**src/rtl/fault_esc_pkg.sv**
```systemverilog
package fault_esc_pkg;
  localparam int DATA_W    = 32;
  localparam int DBG_W     = 5;
  localparam int HF_VT_BIT = 1;
  localparam int HF_FORCED = 30;
  localparam int HF_DBGEVT = 31;

  // lower value = more urgent; preemption needs a strictly lower value
  function automatic logic can_preempt(input logic [7:0] fprio, input logic [7:0] cprio);
    return fprio < cprio;
  endfunction

  function automatic logic must_escalate(input logic en, input logic [7:0] fprio,
                                         input logic [7:0] cprio);
    return !en || !can_preempt(fprio, cprio);
  endfunction
endpackage

```
**src/rtl/fault_gate.sv**
```systemverilog
module fault_gate
  import fault_esc_pkg::*;
#(
  parameter int NUM_FLT = 3,
  parameter int PRIO_W  = 3
) (
  input  logic [NUM_FLT-1:0]        req,
  input  logic [NUM_FLT-1:0]        en,
  input  logic [NUM_FLT*PRIO_W-1:0] prio,
  input  logic [PRIO_W-1:0]         cur,
  output logic [NUM_FLT-1:0]        esc,
  output logic [NUM_FLT-1:0]        take
);
  for (genvar i = 0; i < NUM_FLT; i++) begin : g_flt
    logic [7:0] fp, cp;
    always_comb begin
      fp = 8'(prio[i*PRIO_W +: PRIO_W]);
      cp = 8'(cur);
      esc[i]  = req[i] && must_escalate(en[i], fp, cp);
      take[i] = req[i] && !must_escalate(en[i], fp, cp);
    end
  end
endmodule

```
**src/rtl/sticky_w1c.sv**
```systemverilog
module sticky_w1c #(
  parameter int W = 32
) (
  input  logic         clk,
  input  logic         rst_n,
  input  logic [W-1:0] set,
  input  logic [W-1:0] clr,
  output logic [W-1:0] q
);
  // set has priority over a simultaneous clear
  always_ff @(posedge clk or negedge rst_n) begin
    if (!rst_n) q <= '0;
    else        q <= (q & ~clr) | set;
  end
endmodule

```
**src/rtl/fault_escalation_top.sv**
```systemverilog
module fault_escalation_top
  import fault_esc_pkg::*;
#(
  parameter int NUM_FLT = 3,
  parameter int PRIO_W  = 3
) (
  input  logic                      clk,
  input  logic                      rst_n,
  input  logic [NUM_FLT-1:0]        flt_req,
  input  logic [NUM_FLT-1:0]        flt_en,
  input  logic [NUM_FLT*PRIO_W-1:0] flt_prio,
  input  logic [PRIO_W-1:0]         cur_prio,
  input  logic                      vt_err,
  input  logic [4:0]                dbg_evt,
  input  logic                      wr_en,
  input  logic                      wr_sel,
  input  logic [31:0]               wr_data,
  input  logic                      rd_sel,
  output logic [31:0]               rd_data,
  output logic                      hard_req_o,
  output logic [NUM_FLT-1:0]        cfg_take_o
);
  logic [NUM_FLT-1:0] esc_w, take_w;
  logic               any_esc, any_dbg, hard_w;
  logic [DATA_W-1:0]  hf_set, hf_clr, hf_q;
  logic [DATA_W-1:0]  dbg_set, dbg_clr, dbg_q;

  fault_gate #(.NUM_FLT(NUM_FLT), .PRIO_W(PRIO_W)) u_gate (
    .req(flt_req), .en(flt_en), .prio(flt_prio), .cur(cur_prio),
    .esc(esc_w), .take(take_w)
  );

  always_comb begin
    any_esc = |esc_w;
    any_dbg = |dbg_evt;
    hard_w  = any_esc || vt_err;
    hf_set  = '0;
    hf_set[HF_VT_BIT] = vt_err;
    hf_set[HF_FORCED] = any_esc;
    hf_set[HF_DBGEVT] = any_dbg;
    dbg_set = DATA_W'(dbg_evt);
    hf_clr  = (wr_en && !wr_sel) ? wr_data : '0;
    dbg_clr = (wr_en &&  wr_sel) ? wr_data : '0;
  end

  sticky_w1c #(.W(DATA_W)) u_hf (
    .clk(clk), .rst_n(rst_n), .set(hf_set), .clr(hf_clr), .q(hf_q)
  );

  sticky_w1c #(.W(DATA_W)) u_dbg (
    .clk(clk), .rst_n(rst_n), .set(dbg_set), .clr(dbg_clr), .q(dbg_q)
  );

  always_ff @(posedge clk or negedge rst_n) begin
    if (!rst_n) begin
      hard_req_o <= 1'b0;
      cfg_take_o <= '0;
    end else begin
      hard_req_o <= hard_w;
      cfg_take_o <= take_w;
    end
  end

  assign rd_data = rd_sel ? dbg_q : hf_q;
endmodule

```
**config.mk**
```make
export PLATFORM = sky130hd
export DESIGN_NAME = fault_escalation_top
export DESIGN_NICKNAME = d
export VERILOG_FILES = /design/src/rtl/fault_esc_pkg.sv /design/src/rtl/fault_gate.sv /design/src/rtl/sticky_w1c.sv /design/src/rtl/fault_escalation_top.sv
export SDC_FILE = /design/constraint.sdc
export NUM_CORES = 1
export LEC_CHECK = 0
export BUFFER_PORTS_ARGS = -buffer_cell sky130_fd_sc_hd__buf_2
export CAP_MARGIN = 20
export CORE_MARGIN = 2
export CORE_UTILIZATION = 50
export DETAILED_ROUTE_END_ITERATION = 12
export HOLD_SLACK_MARGIN = 0.15
export PLACE_DENSITY = 0.85
export SETUP_SLACK_MARGIN = 0.05
export SLEW_MARGIN = 20
export SYNTH_ARGS = -nofsm -noshare
export SYNTH_HDL_FRONTEND = slang
export SYNTH_SLANG_ARGS = --single-unit
```
**constraint.sdc**
```tcl
create_clock -name clk -period 1.45 [get_ports clk]
set_clock_uncertainty 0.15 [all_clocks]
set_input_delay 0.29 -clock clk [delete_from_list [all_inputs] [get_ports clk]]
set_output_delay 0.29 -clock clk [all_outputs]
set_load 0.02 [all_outputs]
```
==> impl_metrics.yaml <==
sta:
  drv_slew: 0
  rsz0062_at_grt: "true"
  fmax_mhz: 624
  hold_viol: 0
  timing.final.crit_share: 1.10
  final-setup-viol-count: 32
  layout_setup_ws_ns: -0.152
  slew_headroom: 0.750
  fin_crit_ns: 1.60
  worst_pin_slew_ns: 0.375
  timing.hold.ws_ns: 0.0797
  tns_ns: -3.53
clock_tree:
  numCtsBuffers: 9
  clkSinkCount: 68
  cts_tree: "yes"
  cts.reportedPaths.clkPinSlew_ns: 0.07
  root_buffer: "clkbuf_8"
  h-tree-depth: 3
  insertion_delay_ns: 0.33
  clockBufferDepth: 2
critical_path:
  required_ns: 1.01
  endpoint_kind: "primary output"
  r2r_slack_ns: 0.42
  worstSetupPathType: "register to primary output"
  worst_r2r_endpoint: "u_hf.q[9]"
  worstPathMaxFanout: 2
  arrival_ns: 1.16
  r2r_start: "u_hf.q[9]"
  worstRegToRegCells: 2
  start_kind: "register"
global_route:
  gr-max-usage-layer: "met2"
  gr-total-overflow: 0
  use_met2: 0.432
  antenna_found_initial: 0
  grt.met3_usage: 0.0466
  gr-usage-all-layers: 0.247
  grt_pass1_wl_mm: 11.7
  grt_pass1_vias: 2466
  grt_max_degree: 69
  use_met1: 0.303
placed_design:
  place_congestion: 0.833
  hpwl_mm: 4.30
  placement.io_buffers: 96
  place_area_um2: 3660
final_layout:
  final_cell_mix: "dfrtp_1 (68), buf_2 (60), a21boi_0 (56), dlygate4sd3_1 (42), buf_6 (33)"
  layout_commonest_cell: "dfrtp_1"
  final_layout_size_suffix_gt1_frac: 0.473
  nets: 445
  utilization: 0.840
  area_growth_pct: 63.0
  antenna_cells: 0
  design_area_um2: 4630
floorplan:
  core_area_um2: 5510
  num_io_pins: 97
  die_h_um: 79.4
  dieArea_um2: 6300
  initial_core_util: 0.516
  die_w_um: 79.4
  rows: 27
route:
  drtPass1Iterations: 5
  drt_iter0_drc: 149
  wirelength_mm: 8.08
  avgViaCountPerCell: 5.22
  vias: 2377
  detail-route-antenna-nets: 0
  wl_per_cell_um: 17.8
  post-route-drc-count: 0
synthesis:
  synth_area_um2: 2840
  ys_ff_latch: 68
  synth.distinct_cells: 19
  synth_seq_area_share: 0.599
  synth.avg_cell_area_um2: 13.1
  syn-num-nets: 284
  synthCells: 217
  synth_warnings: 0
power:
  p_leak_nw: 2.27
  ir_worst_vdd_mv: 0.628
  total_power_mw: 3.94
  power_density_nw_per_um2: 851
flow_run:
  drv_cap: 0
hold_path:
  min_path_type: "input port to register"
  hold_depth: 3
  worstHoldStart: "flt_en[1]"
  hold_end: "cfg_take_o[1]"
outcome:
  status: "finished with violations"
  violations: "negative setup slack"
[cell type report]
type | instances | area [µm²]
clock buffers | 11 | 131
clock inverters | 5 | 52.6
fillers | 285 | 880
inverters | 8 | 47.5
multi-input cells | 131 | 1270
flip-flops and latches | 68 | 1700
well taps | 72 | 90.1
repair buffers | 160 | 1330
[critical path, cell delays in order, from the launching register on]
cell	delay, ns
dfrtp_1	0.41
mux2_4	0.29
buf_6	0.13
[cells by family after synthesis]
kind of cell               synth area share
DFF                                   0.599
AOI/OAI and AO/OA                     0.180
muxes                                 0.127
and+or+nand+nor                      0.0419
buffers and inverters                0.0256
adders and majority gates            0.0264
[per-layer routing]
| layer | up-vias | part of all wire |
|---|---|---|
| met5 | - | 0 |
| li1 | 1081 | - |
| met4 | 0 | 0.021 |
| met2 | 94 | 0.52 |
| met1 | 1182 | 0.41 |
| met3 | 20 | 0.046 |
[registers in the layout (all words and copies together) (netlist names)]
name        cells
cfg_take_o      3
u_dbg.q        32
hard_req_o      1
u_hf.q         32
[worst max-delay path by stage]
stage / from / to / depth (start not counted)
6_report: u_hf.q[9] / rd_data[9] / 2
4_1_cts: u_hf.q[10] / rd_data[10] / 2
2_1_floorplan: rd_sel / rd_data[21] / 3
3_3_place_gp: cur_prio[2] / u_hf.q[30] / 7
3_5_place_dp: cur_prio[2] / hard_req_o / 7
5_1_grt: u_hf.q[9] / rd_data[9] / 2
[power breakdown]
group	switching (mW)	internal [mW]
registers	0.00746	1.91
clock network	0.679	0.787
logic	0.259	0.291
total	0.946	2.99
[through the flow]
stage | setup WS [ns] | std cells
6_report | -0.152 | 455
5_1_grt | -0.169 | 455
4_1_cts | -0.126 | 449
3_5_place_dp | -0.256 | 386
3_3_place_gp | -0.220 | 386
2_1_floorplan | 0.00559 | 217
[synthesized netlist by cell type, drive strengths merged]
cell type	n	area, µm²
dfrtp	68	1700
a21boi	56	420
mux2	32	360
nand2	16	60.1
inv	8	30.0
a21o	6	45.0
clkbuf	6	22.5
ha	6	75.1
buf	4	20.0
nor2b	4	27.5
nor2	3	11.3
o2111ai	3	26.3
a211o	1	8.76
a222oi	1	10.0
and2	1	6.26
nand2b	1	6.26
or4	1	7.51
[repair_timing]
action	CTS	global route
gates resized for setup	63	21
hold endpoints to repair	136	4
pin swaps	0	1
hold buffers	40	2
endpoints found under the setup margin	32	34
setup buffers	7	6
No activity file was read; power rests on OpenSTA's default activity.
